### config.mk
export PLATFORM = sky130hd
export DESIGN_NAME = pipe5_ctrl
export DESIGN_NICKNAME = d
export VERILOG_FILES = /design/src/rtl/pipe5_ctrl.sv
export SDC_FILE = /design/constraint.sdc
export NUM_CORES = 1
export LEC_CHECK = 0
export ABC_CLOCK_PERIOD_IN_PS = 9700
export BUFFER_PORTS_ARGS = -buffer_cell sky130_fd_sc_hd__clkbuf_2
export CAP_MARGIN = 5
export CORE_UTILIZATION = 55
export CTS_CLUSTER_DIAMETER = 40
export DETAILED_ROUTE_END_ITERATION = 7
export HOLD_SLACK_MARGIN = 0.12
export PLACE_DENSITY = 0.83
export SYNTH_ARGS = -nofsm -noshare
export SYNTH_HDL_FRONTEND = slang
export SYNTH_SLANG_ARGS = --single-unit
### constraint.sdc
create_clock -name clk -period 9.7 [get_ports clk]
set_input_delay 2.91 -clock clk [delete_from_list [all_inputs] [get_ports clk]]
set_output_delay 2.91 -clock clk [all_outputs]
set_load 0.01 [all_outputs]
### src/rtl/pipe5_ctrl.sv
module pipe5_ctrl #(
  parameter int PC_W  = 8,
  parameter int RI_W  = 5,
  parameter int CNT_W = 32
) (
  input  logic             clk,
  input  logic             rst_n,
  output logic [PC_W-1:0]  fetch_pc,
  output logic             fetch_req,
  input  logic             in_valid,
  input  logic [RI_W-1:0]  in_dst,
  input  logic [RI_W-1:0]  in_src_a,
  input  logic [RI_W-1:0]  in_src_b,
  input  logic             in_branch,
  input  logic             in_backward,
  input  logic             in_taken,
  input  logic [PC_W-1:0]  in_target,
  input  logic             irq,
  output logic             irq_ack,
  output logic [PC_W-1:0]  irq_ret_pc,
  output logic [4:0]       stage_valid,
  output logic             retire_valid,
  output logic [PC_W-1:0]  retire_pc,
  output logic [RI_W-1:0]  retire_dst,
  output logic [CNT_W-1:0] cycle_count,
  output logic [CNT_W-1:0] retire_count
);
  localparam int NS   = 5;
  localparam int S_IF = 0;
  localparam int S_ID = 1;
  localparam int S_OF = 2;
  localparam int S_EX = 3;
  localparam int S_WB = 4;

  typedef struct packed {
    logic [PC_W-1:0] pc;
    logic [RI_W-1:0] dst;
    logic [RI_W-1:0] sa;
    logic [RI_W-1:0] sb;
    logic            br;
    logic            back;
    logic            tkn;
    logic [PC_W-1:0] tgt;
  } slot_t;

  slot_t           st [NS];
  slot_t           ns [NS];
  slot_t           fresh;
  logic [NS-1:0]   v, nv, keep;
  logic [PC_W-1:0] pc_q, ret_q, fix_pc, sec_pc;
  logic            drain, ack_q;
  logic            hz_a, hz_b, stall, mispred, irq_take, take, empty;
  logic [CNT_W-1:0] cyc_q, rcnt_q;

  assign hz_a = (st[S_OF].sa != '0) &&
                ((v[S_EX] && st[S_EX].dst == st[S_OF].sa) ||
                 (v[S_WB] && st[S_WB].dst == st[S_OF].sa));
  assign hz_b = (st[S_OF].sb != '0) &&
                ((v[S_EX] && st[S_EX].dst == st[S_OF].sb) ||
                 (v[S_WB] && st[S_WB].dst == st[S_OF].sb));
  assign stall    = v[S_OF] && (hz_a || hz_b);
  assign mispred  = v[S_EX] && st[S_EX].br && (st[S_EX].tkn != st[S_EX].back);
  assign fix_pc   = st[S_EX].tkn ? st[S_EX].tgt : st[S_EX].pc + PC_W'(1);
  assign irq_take = irq && !drain && !ack_q && !mispred;
  assign fetch_req = !drain && !stall && !mispred && !irq_take;
  assign take     = fetch_req && in_valid;
  assign empty    = (v == '0);

  always_comb begin
    fresh.pc   = pc_q;
    fresh.dst  = in_branch ? '0 : in_dst;
    fresh.sa   = in_src_a;
    fresh.sb   = in_src_b;
    fresh.br   = in_branch;
    fresh.back = in_backward;
    fresh.tkn  = in_taken;
    fresh.tgt  = in_target;
  end

  always_comb begin
    int old_i;
    logic old_ok;
    old_i  = 0;
    old_ok = 1'b0;
    for (int i = 0; i < NS; i++)
      if (v[i]) begin
        old_i  = i;
        old_ok = 1'b1;
      end
    sec_pc = pc_q;
    for (int i = 0; i < NS; i++)
      if (v[i] && i != old_i) sec_pc = st[i].pc;
    keep = (old_ok && old_i < NS - 1) ? (NS'(1) << (old_i + 1)) : '0;
  end

  always_comb begin
    ns = st;
    nv = v;
    nv[S_WB] = v[S_EX];
    ns[S_WB] = st[S_EX];
    nv[S_EX] = v[S_OF] && !stall && !mispred;
    ns[S_EX] = st[S_OF];
    if (mispred) begin
      nv[S_OF] = 1'b0;
      nv[S_ID] = 1'b0;
      nv[S_IF] = 1'b0;
    end else if (!stall) begin
      nv[S_OF] = v[S_ID];
      ns[S_OF] = st[S_ID];
      nv[S_ID] = v[S_IF];
      ns[S_ID] = st[S_IF];
      nv[S_IF] = take;
      ns[S_IF] = fresh;
    end
    if (irq_take) nv = nv & keep;
  end

  always_ff @(posedge clk) st <= ns;

  always_ff @(posedge clk) begin
    if (!rst_n) begin
      v      <= '0;
      pc_q   <= '0;
      ret_q  <= '0;
      drain  <= 1'b0;
      ack_q  <= 1'b0;
      cyc_q  <= '0;
      rcnt_q <= '0;
    end else begin
      v      <= nv;
      cyc_q  <= cyc_q + CNT_W'(1);
      rcnt_q <= rcnt_q + CNT_W'(v[S_WB]);
      ack_q  <= drain && empty;
      if (irq_take) begin
        drain <= 1'b1;
        ret_q <= sec_pc;
      end else if (drain && empty) begin
        drain <= 1'b0;
      end
      if (drain && mispred) ret_q <= fix_pc;
      if (mispred)              pc_q <= fix_pc;
      else if (drain && empty)  pc_q <= ret_q;
      else if (take)            pc_q <= (in_branch && in_backward) ? in_target : pc_q + PC_W'(1);
    end
  end

  assign fetch_pc     = pc_q;
  assign irq_ack      = ack_q;
  assign irq_ret_pc   = ret_q;
  assign stage_valid  = v;
  assign retire_valid = v[S_WB];
  assign retire_pc    = st[S_WB].pc;
  assign retire_dst   = st[S_WB].dst;
  assign cycle_count  = cyc_q;
  assign retire_count = rcnt_q;
endmodule

# Word-level counts from Yosys, hierarchy flattened
# Cells that the tools add are included.
dict set report classes {
  addsub 5
  order_cmp 1
  n_eq_ne 9
  shift 1
  n_mux 27
  bitwise_logic 3
  reduce_logical 43
}
# cell n
set ops {}
lappend ops {{two-way mux 32 bit} 3}
lappend ops {{two-way mux 8 bit} 12}
lappend ops {{!= test 3 x 32 -> 1 bit (first input constant)} 2}
lappend ops {{adder 32 x 1 -> 32 bit} 1}
lappend ops {{adder 32 x 1 -> 32 bit (second input constant)} 1}
lappend ops {{adder 32 x 2 -> 32 bit (second input constant)} 1}
lappend ops {{less-than comparator 32 x 4 -> 1 bit (second input constant)} 1}
lappend ops {{!= test 2 x 32 -> 1 bit (first input constant)} 1}
lappend ops {{!= test 4 x 32 -> 1 bit (first input constant)} 1}
lappend ops {{nonzero test 32 bit} 1}
lappend ops {{left shift 1 x 32 -> 5 bit (first input constant)} 1}
lappend ops {{logical AND 1 bit} 27}
lappend ops {{equality test 5 bit} 4}
lappend ops {{adder 8 x 1 -> 8 bit (second input constant)} 2}
lappend ops {{two-way mux 5 bit} 2}
lappend ops {{nonzero test 5 bit} 2}
lappend ops {{two-way mux 1 bit} 8}
lappend ops {{two-way mux 3 bit} 2}
lappend ops {{AND 5 bit} 1}
lappend ops {{logical NOT 1 bit} 5}
lappend ops {{logical NOT 5 bit} 1}
lappend ops {{nonzero test 2 bit} 2}
lappend ops {{logical OR 1 bit} 3}
lappend ops {{nonzero test 3 bit} 1}
lappend ops {{other kinds (3)} 4}
dict set report totals {
  ff_bits 226
  in_bits 30
  output_inout_bits 101
  word_cells 128
}

# Depth between registers and ports, before layout
# Gate-level depths: netlist of the first run.
dict set report logic_depth {
  ltp_word 15
  mapped_depth 9
}

# Least setup slack after synthesis of the first run
# No wires, ideal clock.
dict set report synth_path {
  kind {reg2reg}
  start {register st, in the netlist ns[51]}
  end {register st, in the netlist ns[34] (enable)}
  setup_time_ns 0.597
  arrival_ns 6.718
  t_required_ns 9.103
  slack_ns 2.385
  path_stages_with_launch 6
  cell_sequence {edfxtp_1 or4_4 nor2_4 nor3_2 or4_1 a21oi_1}
}
dict set report synth_between {
  elab_chain_len 8
}
# item line
set synth_lines {}
lappend synth_lines {{start, declared} 46} ;# slot_t st [NS];
lappend synth_lines {{start signal, assigned} 118} ;# always_ff @(posedge clk) st <= ns;
lappend synth_lines {{equality test 5 bit (on tied branches)} {56, 57}}
lappend synth_lines {{logical AND 1 bit (on tied branches)} {56, 57}}
lappend synth_lines {{logical OR 1 bit} 56} ;# ((v[S_EX] && st[S_EX].dst == st[S_OF].sa) ||
lappend synth_lines {{logical AND 1 bit *} 55} ;# assign hz_a = (st[S_OF].sa != '0) &&
lappend synth_lines {{logical OR 1 bit *} 61} ;# assign stall = v[S_OF] && (hz_a || hz_b);
lappend synth_lines {{logical AND 1 bit *} 61}
lappend synth_lines {{NOT 1 bit (no line) *} --}
lappend synth_lines {{AND reduction 2 bit (no line) *} --}
# Every way passes the cells marked *; elsewhere a longest branch is shown, timed or not.
# A chain may end at the register's enable or synchronous reset.

# Final worst setup path of the first run
dict set report layout_path {
  start {input irq}
  end {output fetch_req}
}
dict set report layout_between {
  elab_chain_len 5
}
# item line
set layout_lines {}
lappend layout_lines {{start, declared} 18} ;# input logic irq,
lappend layout_lines {{logical AND 1 bit (3 in series)} 64} ;# assign irq_take = irq && !drain && !ack_q && !mispred;
lappend layout_lines {{logical NOT 1 bit} 65} ;# assign fetch_req = !drain && !stall && !mispred && !irq_take;
lappend layout_lines {{logical AND 1 bit} 65}
lappend layout_lines {{end, declared} 9} ;# output logic fetch_req,
# Every way passes these cells.

==> metrics, run 1 <==
Hold WS=between 0.3 and 0.4 ns; H-tree depth=1; vias in the first global route=5739; number of setup buffers added after CTS=0; R2R depth=6; sequential-to-total area share from yosys stat=0.625; vias per cell=roughly 5.6; final hold viol count=0; I/O pin count=about 130; Fin Setup TNS=0 ns; Max Clock Skew=roughly 0.017 ns; Synth Cell Area=8880 um^2; post_cts resized=0; CP Launch Point=irq; mean post-synth cell area=between 10 and 15 um^2; max-cap viol count=0; vias post-DR=6399; DR pass1 iterations=5; status=completed; total power per unit cell area=212 nW/um^2; worst slew pin tran=slightly below 1 ns; Core Rows=46; Critical Path End=fetch_req; Hold Path Cell Cnt=0; fmax=158 MHz; routed len/inst=16.9 um; Synth-to-Final Area Change=19.6%; Startpoint Class=primary input; FF-to-FF Start=ns[51]; CTS tree=done; Max IR drop VDD=0.152 mV; Yosys reg bits=226; DP HPWL=12400 um; starting density of the core=0.561; largest net degree at the start of global routing=78; DRC=0; Final period util=0.653; drt total wl=19200 um; die height=~130 um; CORE AREA=15800 um^2; Reg-to-Reg End=ns[35]; die width=129 um; Sink Count=226; Diodes inserted=0; I/O Buffers=130; Hold Crit Class=register to register; Final min period=between 6 and 7 ns; type of the worst setup path=primary input to output port; RSZ-0062 raised after global routing=no; Synth Net Count=808; Setup-failing EPs final=0; grt ovf=0; Final Net Count=930; LEAKAGE=4.22 nW; Worst Path Max Fanout=2; first-pass GRT wire length=between 30000 and 40000 um; synth warn=0; Worst Path Arrival=3.43 ns; design area=10600 um^2; Slew Viols, Final=0; gr usage total=0.231; Hold Buf Count CTS=0; WP data required=6.79 ns; antenna-violating nets left=0; Clock Tree Root=clkbuf_16; hold_sp=ns[56]; count of different cell masters after synthesis=53; initial antenna violation count=0; RePlAce Congestion=0.856; Mapped Cells=between 700 and 800; reg-to-reg slack, setup=5.77 ns; clock edge transition at the registers on the reported setup and hold paths=about 0.06 ns; crit end category=output port; clock buffer depth=3; placed cell areas=9610 um^2; total CTS buffers=30; Die ar.=16700 um^2; layout cells sized above 1=0.217; worst skew pair latency=0.54 ns; Rel. slew slack=0.355; Initial DRC Count=587
[metrics by stage]
| step | instances | total power [mW] | utilization | setup slack (ns) |
|---|---|---|---|---|
| after floorplan | 773 | 1.15 | - | 2.39 |
| after global placement | 1079 | 1.18 | 0.607 | 3.37 |
| after detailed placement | 1079 | 1.19 | 0.607 | 3.36 |
| after CTS | 1135 | 2.26 | 0.671 | 3.36 |
| after global routing | 1135 | 2.31 | 0.671 | 3.27 |
| final | 1135 | 2.25 | 0.671 | 3.36 |
[layout make-up]
type                       count  area, um^2
clock inverter                20         199
multi-input combinational    493        3080
sequential                   226        5550
fill                        1113        5210
inverter                      11        41.3
timing repair buffer         133         673
tap                          216         270
clock buffer                  36         805
[metal layers]
metal | wire (um) | share of wire | global-route usage
met1 | 8320 | 0.43 | 0.326
met3 | 1440 | 0.075 | 0.0339
met5 | 0 | 0 | 0
met2 | 9000 | 0.47 | 0.369
met4 | 417 | 0.022 | 0.0768
[synth_stat cells (all sizes together)]
cell type / n / area share
buf: 21 / 0.016
a22o: 1 / 0.00099
a31oi: 1 / 0.00071
a31o: 1 / 0.00099
a211oi: 11 / 0.0099
or3: 24 / 0.017
a21oi: 44 / 0.025
xor2: 31 / 0.031
a311oi: 2 / 0.0020
a2111oi: 2 / 0.0027
a221o: 2 / 0.0023
o2111ai: 1 / 0.00099
nor2: 68 / 0.030
o221ai: 5 / 0.0049
o32ai: 1 / 0.00099
nor2b: 5 / 0.0035
or4: 6 / 0.0055
dfxtp: 124 / 0.28
and2: 8 / 0.0056
o22ai: 3 / 0.0037
nand2b: 1 / 0.00071
o21ai: 39 / 0.022
nor4: 3 / 0.0021
and4: 6 / 0.0059
o31ai: 1 / 0.00085
o41ai: 2 / 0.0062
or3b: 1 / 0.00099
edfxtp: 102 / 0.35
xnor2: 42 / 0.041
nand2: 60 / 0.025
o211ai: 4 / 0.0034
o32a: 1 / 0.0011
nor3: 16 / 0.0096
clkbuf: 22 / 0.0093
ha: 5 / 0.0070
a221oi: 3 / 0.0030
a211o: 1 / 0.00099
inv: 11 / 0.0047
nand4: 16 / 0.011
and3: 15 / 0.011
o21a: 1 / 0.00085
mux2i: 20 / 0.023
nand3: 40 / 0.023
[worst min-delay path by stage]
stage	slack, ns	end
after global routing	0.34	ns[22]
after detailed placement	0.33	ns[21]
after CTS	0.34	ns[22]
final	0.34	ns[22]
after global placement	0.32	ns[0]
after floorplan	0.32	ns[0]
[logic make-up after synthesis]
logic type               count (synthesis)  synth area share
XOR/XNOR                                73            0.0720
multiplexers                            20            0.0226
AO/OA/AOI/OAI                          126            0.0932
adder cells (fa/ha/maj)                  5           0.00705
flip-flops                             226             0.625
buffers and inverters                   54            0.0300
AND/OR/NAND/NOR                        269             0.151
[report_power, final]
group	internal, mW	switching, mW	total (mW)
clock network	0.640	0.442	1.08
logic	0.0398	0.0538	0.0935
registers	1.04	0.0366	1.08
[state kept, by name, indices dropped and copies added, names as in the netlist, 8 cells and up]
signal / count
ns: 58
retire_count: 32
irq_ret_pc: 8
retire_pc: 8
cycle_count: 32
fetch_pc: 8
st: 68
[worst max-delay path, cell delays in order]
cell	delay (ns)
clkbuf_2	0.09
a21oi_1	0.14
and3_1	0.17
clkbuf_2	0.13
[layout by cell type (no fill, tap or decap), types with 2 or more instances in the layout]
cell and count:
nor3_1 15, o221ai_1 5, inv_8 6, xnor2_1 42
and3_1 15, buf_4 3, nor2b_1 5, ha_1 5
o41ai_4 2, nand4_1 16, clkinv_2 2, inv_6 6
nor2_1 66, nor4_1 3, and2_1 8, o211ai_1 4
or3_1 24, a211oi_1 10, mux2i_1 20, a311oi_1 2
and4_1 6, dfxtp_1 124, nand2_1 60, edfxtp_1 102
a221oi_1 3, a221o_1 2, o21ai_0 39, nand3_1 40
clkinvlp_4 4, xor2_1 31, inv_1 10, clkbuf_1 4
clkbuf_2 130, clkbuf_16 31, or4_1 5, o22ai_1 2
a21oi_1 43
(Power assumes the default switching activity.)
==> run 2, diff against run 1 <==
==> config.mk (replaced) <==
export PLATFORM = sky130hd
export DESIGN_NAME = pipe5_ctrl
export DESIGN_NICKNAME = d
export VERILOG_FILES = /design/src/rtl/pipe5_ctrl.sv
export SDC_FILE = /design/constraint.sdc
export NUM_CORES = 1
export LEC_CHECK = 0
export ABC_CLOCK_PERIOD_IN_PS = 5600
export BUFFER_PORTS_ARGS = -buffer_cell sky130_fd_sc_hd__clkbuf_2
export CAP_MARGIN = 5
export CORE_UTILIZATION = 51
export CTS_CLUSTER_DIAMETER = 40
export DETAILED_ROUTE_END_ITERATION = 7
export HOLD_SLACK_MARGIN = 0.12
export PLACE_DENSITY = 0.81
export SYNTH_ARGS = -nofsm -noshare
export SYNTH_HDL_FRONTEND = slang
export SYNTH_SLANG_ARGS = --single-unit
==> constraint.sdc (replaced) <==
create_clock -name clk -period 5.6 [get_ports clk]
set_input_delay 1.68 -clock clk [delete_from_list [all_inputs] [get_ports clk]]
set_output_delay 1.68 -clock clk [all_outputs]
set_load 0.01 [all_outputs]
==> run 2 against run 1 <==
Sequential power grew 72%. Die area increased by 7.7%. Utilization fell by 3.5 points. Combinational power increased by 73%. Clock skew is 0.0063 ns lower.
==> metrics, run 2 (same netlist as run 1, synthesis figures left out) <==
CORE AREA=16800 um^2 (+5.9%); Diodes inserted=0 (unchanged); worst setup margin=1.24 ns (-2.13 ns); switch share=0.227 (-0.00971); Worst Path Arrival=2.68 ns (-0.75 ns); crit-path max cell delay=0.57 ns (+0.40 ns); number of setup buffers added after CTS=0 (unchanged); Switching Power=0.894 mW (+68%); gr usage total=0.217 (-0.0136); total power per unit cell area=370 nW/um^2 (+75%); clock buffer depth=3 (unchanged); Final Net Count=932 (+0.22%); Placed Cells=1085 (+0.56%); total CTS buffers=30 (unchanged); starting density of the core=0.530 (-0.0312); die width=134 um (+3.8%); status=completed; CTS tree=done; final hold viol count=0 (unchanged); Pint=3.05 mW (+77%); vias in the first global route=5980 (+4.2%); Top reg by flops=st; Final period util=0.779; LEAKAGE=4.26 nW (+0.85%); Die ar.=17900 um^2 (+7.7%); leading cell type in the layout, fill and taps excluded=clkbuf_2; die height=134 um (+3.8%); Critical Path, Cell by Cell=or4_1, nor2_2, nor3_1, o41ai_4, and3_1, clkbuf_2; worst skew pair latency=0.54 ns (about the same); DP HPWL=12600 um (+1.8%); Rel. slew slack=0.448 (+0.0934); post_cts resized=0 (unchanged); I/O Buffers=130 (unchanged); vias per cell=5.55 (-1.6%); most frequent cells in the layout=clkbuf_2 (130), dfxtp_1 (124), edfxtp_1 (102), nor2_1 (66), nand2_1 (60); worst slew pin tran=0.825 ns (-0.143 ns); Cell Count, Final, Fillers Out=1141 (+0.53%); Initial DRC Count=586 (-0.17%); Seq pwr share=0.473 (-0.005); fmax=229 MHz; Startpoint Class=register; H-tree depth=1 (unchanged); I/O pin count=131 (unchanged); RePlAce Congestion=0.858 (+0.13%); clock edge transition at the registers on the reported setup and hold paths=0.06 ns (about the same); type of the worst setup path=register to output port; Sink Count=226 (unchanged); WP data required=3.92 ns (-2.87 ns); crit end category=output port; drt total wl=19300 um (+0.41%); DR pass1 iterations=5 (unchanged); largest net degree at the start of global routing=64 (-18%); first-pass GRT wire length=31000 um (+3.4%); initial antenna violation count=0 (unchanged); vias post-DR=6332 (-1.0%); Max Clock Skew=0.0109 ns (-0.00632 ns); layout cells sized above 1=0.219 (+0.00279); filler cell count=1272 (+14%); Hold WS=0.335 ns (-0.00312 ns); Hold Crit Class=register to register; grt ovf=0 (unchanged); Comb pwr share=0.041 (about the same); Setup-failing EPs final=0 (unchanged); Synth-to-Final Area Change=20.1%; Largest register FFs=68 (unchanged); CP max-delay cell=or4_1; Setup WS pre-CTS=1.66 ns (-1.69 ns); Max IR drop VDD=0.240 mV (+58%); Hold Buf Count CTS=0 (unchanged); DRC=0 (unchanged); Fin Setup TNS=0 ns (unchanged); max-cap viol count=0 (unchanged); Slew Viols, Final=0 (unchanged); routed len/inst=16.9 um (-0.12%); Worst Path Max Fanout=4 (+2); RSZ-0062 raised after global routing=no; Clock Tree Root=clkbuf_16; Core Rows=47 (+2.2%); Final min period=4.36 ns; delay-heaviest family, CP=simple AND/OR/NAND/NOR gates; Buf+Inv Stages, Crit Path=1 (-1); antenna-violating nets left=0 (unchanged); clock power share=0.486 (+0.006)
-- run 2: metal layers --
layer,up-vias,track usage,part of all wire
met2,283,0.348,0.47
li1,3043,-,-
met1,2969,0.295,0.43
met3,37,0.0476,0.085
met5,-,0,0
met4,0,0.0682,0.022
-- run 2: layout make-up --
| cell class | instances | area (um^2) | area share |
|---|---|---|---|
| clock buffers | 33 | 793 | 0.0744 |
| clock inverters | 23 | 240 | 0.0225 |
| inverters | 11 | 41.3 | 0.00387 |
| multi-input cells | 493 | 3080 | 0.289 |
| flip-flops and latches | 226 | 5550 | 0.520 |
| well taps | 220 | 275 | 0.0258 |
| repair buffers | 135 | 688 | 0.0646 |
-- run 2: worst paths after layout --
path | slack [ns] | to | from | cells after the start
max | 1.24 | fetch_req | ns[46] | 6
max reg2reg | 2.44 | st[168] | ns[46] | 6
min reg2reg | 0.34 | ns[5] | ns[39] | 0
min | 0.34 | ns[5] | ns[39] | 0
-- run 2: metrics by stage --
step	instance area (um^2)	util	total power, mW
2_1_floorplan	8880	-	1.99
3_3_place_gp	9630	0.574	2.05
3_5_place_dp	9630	0.574	2.06
4_1_cts	10700	0.636	3.97
5_1_grt	10700	0.636	4.06
6_report	10700	0.636	3.95
-- run 2: power groups by stage --
stage	Combinational [mW]	Sequential [mW]	Clock, mW
global route	0.177	1.87	2.01
floorplan	0.110	1.88	0
global placement	0.156	1.89	0
detailed placement	0.159	1.90	0
CTS	0.162	1.86	1.95
finish	0.162	1.86	1.92
-- run 2: worst reg2reg max path: stages (launching register included) --
cell and delay [ns]:
edfxtp_1 0.45, or4_1 0.57, nor2_2 0.14, nor3_1 0.10, or4_1 0.65, a21oi_4 0.20
buf_4 0.63
==> run 3, diff against run 2 <==
==> config.mk (replaced) <==
export PLATFORM = sky130hd
export DESIGN_NAME = pipe5_ctrl
export DESIGN_NICKNAME = d
export VERILOG_FILES = /design/src/rtl/pipe5_ctrl.sv
export SDC_FILE = /design/constraint.sdc
export NUM_CORES = 1
export LEC_CHECK = 0
export ABC_CLOCK_PERIOD_IN_PS = 4190
export BUFFER_PORTS_ARGS = -buffer_cell sky130_fd_sc_hd__clkbuf_2
export CAP_MARGIN = 5
export CORE_UTILIZATION = 55
export CTS_CLUSTER_DIAMETER = 40
export DETAILED_ROUTE_END_ITERATION = 7
export HOLD_SLACK_MARGIN = 0.12
export PLACE_DENSITY = 0.83
export SYNTH_ARGS = -nofsm -noshare
export SYNTH_HDL_FRONTEND = slang
export SYNTH_SLANG_ARGS = --single-unit
==> constraint.sdc (replaced) <==
create_clock -name clk -period 4.19 [get_ports clk]
set_input_delay 1.257 -clock clk [delete_from_list [all_inputs] [get_ports clk]]
set_output_delay 1.257 -clock clk [all_outputs]
set_load 0.01 [all_outputs]
==> run 3 against run 2 <==
First-iteration DRC count grew 8.0%. Utilization grew 4.7 points. Final cell count is the same. Register-to-register slack lost 1.1 ns. Clock power grew 48%. Sequential power grew 34%. Sequential share of layout area shrank 0.69 points. Sequential cell count is the same. Clock-buffer cell count grew 3. Via count grew 2.1%. Global-route usage grew 2.1 points. Largest power group unchanged.
==> metrics, run 3 (same netlist as run 1, synthesis figures left out) <==
status=completed; Largest register FFs=68 (unchanged); type of the worst setup path=register to output port; crit-path max cell delay=0.58 ns (about the same); Cell Count, Final, Fillers Out=1141 (unchanged); CTS tree=done; worst skew pair latency=0.55 ns (about the same); RSZ-0062 raised after global routing=no; Synth-to-Final Area Change=21.7%; Switching Power=1.22 mW (+36%); Top reg by flops=st; Placed Cells=1083 (-0.18%); Initial DRC Count=633 (+8.0%); Slew Viols, Final=0 (unchanged); Setup-failing EPs final=0 (unchanged); Fin Setup TNS=0 ns (unchanged); Hold Buf Count CTS=0 (unchanged); switch share=0.219 (-0.00732); Comb pwr share=0.040 (about the same); Buf+Inv Stages, Crit Path=1 (unchanged); max-cap viol count=0 (unchanged); clock power share=0.512 (+0.026); register area=5550 um^2 (unchanged); R2R depth=6 (unchanged); total CTS buffers=31 (+3.3%); Final period util=0.927; first-pass GRT wire length=31000 um (-0.13%); CORE AREA=15800 um^2 (-5.6%); die height=129 um (-3.7%); Rel. slew slack=0.443 (-0.00568); Reg-to-Reg End=st[164]; DRC=0 (unchanged); reg-to-reg slack, setup=1.32 ns (-1.12 ns); largest net degree at the start of global routing=73 (+14%); Worst Path Arrival=2.63 ns (-0.05 ns); worst slew pin tran=0.833 ns (+0.00850 ns); delay-heaviest family, CP=simple AND/OR/NAND/NOR gates; LEAKAGE=4.33 nW (+1.7%); total power per unit cell area=515 nW/um^2 (+39%); Max IR drop VDD=0.346 mV (+44%); leading cell type in the layout, fill and taps excluded=clkbuf_2; Max Clock Skew=0.0122 ns (+0.00130 ns); Startpoint Class=register; antenna-violating nets left=0 (unchanged); die width=129 um (-3.7%); Core Rows=46 (-2.1%); grt ovf=0 (unchanged); drt total wl=20000 um (+3.9%); Hold Path Cell Cnt=0 (unchanged); clock edge transition at the registers on the reported setup and hold paths=0.06 ns (about the same); vias post-DR=6465 (+2.1%); I/O Buffers=130 (unchanged); Pint=4.34 mW (+42%); Hold Path Sink=ns[24]; CP max-delay cell=or4_4; Multi-input gate area=3080 um^2 (unchanged); layout cells sized above 1=0.221 (+0.00121); FF-to-FF Start=ns[51]; fmax=258 MHz; clock buffer depth=3 (unchanged); post_cts resized=0 (unchanged); most frequent cells in the layout=clkbuf_2 (130), dfxtp_1 (124), edfxtp_1 (102), nor2_1 (66), nand2_1 (60); Die ar.=16700 um^2 (-7.2%); routed len/inst=17.5 um (+3.9%); Worst Path Max Fanout=4 (unchanged); Critical Path, Cell by Cell=or4_4, nor2_4, nor3_2, o41ai_4, and3_1, clkbuf_2; vias in the first global route=5992 (+0.20%); DP HPWL=13000 um (+3.1%); RePlAce Congestion=0.855 (-0.29%); Diodes inserted=0 (unchanged); filler cell count=1111 (-13%); final hold viol count=0 (unchanged); initial antenna violation count=0 (unchanged); WP data required=2.93 ns (-0.99 ns); H-tree depth=1 (unchanged); hold_sp=ns[58]; Final min period=3.88 ns; gr usage total=0.238 (+0.0209); Clock Tree Root=clkbuf_16; I/O pin count=131 (unchanged); Sink Count=226 (unchanged); vias per cell=5.67 (+2.1%); number of setup buffers added after CTS=0 (unchanged); starting density of the core=0.561 (+0.0312); crit end category=output port; Seq pwr share=0.449 (-0.024); DR pass1 iterations=5 (unchanged); Final Net Count=935 (+0.32%); Hold Crit Class=register to register
==> run 3: cell types whose count changed in the layout (fill, tap and decap cells not counted), moves of 2 or more <==
| cell | before | now |
|---|---|---|
| clkinv_2 | 6 | 2 |
| bufinv_16 | 3 | 6 |
| clkbuf_16 | 31 | 33 |
| clkinv_4 | 1 | 3 |
| clkinvlp_4 | 4 | 2 |
==> run 3: how the worst max path moves through the flow <==
stage,slack [ns],depth (start not counted),to,from
after global placement,0.90,6,fetch_req,ns[46]
after floorplan,0.25,5,ns[34],ns[51]
after global routing,0.20,6,fetch_req,ns[46]
after CTS,0.30,6,fetch_req,ns[46]
final,0.31,6,fetch_req,ns[51]
after detailed placement,0.88,6,fetch_req,ns[51]
==> run 3: through the flow <==
step           instance area, um^2  power [mW]  worst slack (ns)  hold slack, ns   util
3_3_place_gp                  9650        2.74             0.902           0.324  0.610
6_report                     10800        5.56             0.307           0.337  0.683
2_1_floorplan                 8890        2.66             0.250           0.323      -
3_5_place_dp                  9650        2.75             0.879           0.328  0.610
5_1_grt                      10800        5.72             0.204           0.343  0.683
4_1_cts                      10800        5.59             0.299           0.340  0.683
==> run 3: power by group through the flow <==
stage	Sequential, mW	Combinational [mW]	Clock (mW)
5_1_grt	2.50	0.238	2.98
2_1_floorplan	2.51	0.148	0
3_5_place_dp	2.54	0.213	0
6_report	2.50	0.220	2.85
3_3_place_gp	2.53	0.209	0
4_1_cts	2.49	0.217	2.88
==> run 3: worst register-to-register path, stage by stage, from the launching register on <==
cell and delay [ns]:
edfxtp_1 0.45, or4_4 0.58, nor2_4 0.11, nor3_2 0.07
or4_1 0.67, a21oi_4 0.24, buf_4 0.39
==> run 3: routing by layer <==
layer,wire length [um],up-vias,share of wire,global-route usage
li1,-,3058,-,-
met1,8450,3075,0.42,0.321
met2,9600,282,0.48,0.389
met3,1480,50,0.074,0.0425
met4,479,0,0.024,0.0837
met5,0,-,0,0
==> run 3: cell type report <==
cell class              count  share of cell area
repair buffers            137              0.0662
flip-flops and latches    226               0.513
multi-input cells         493               0.285
clock buffers              36              0.0784
clock inverters            22              0.0285
inverters                  11             0.00382
well taps                 216              0.0250
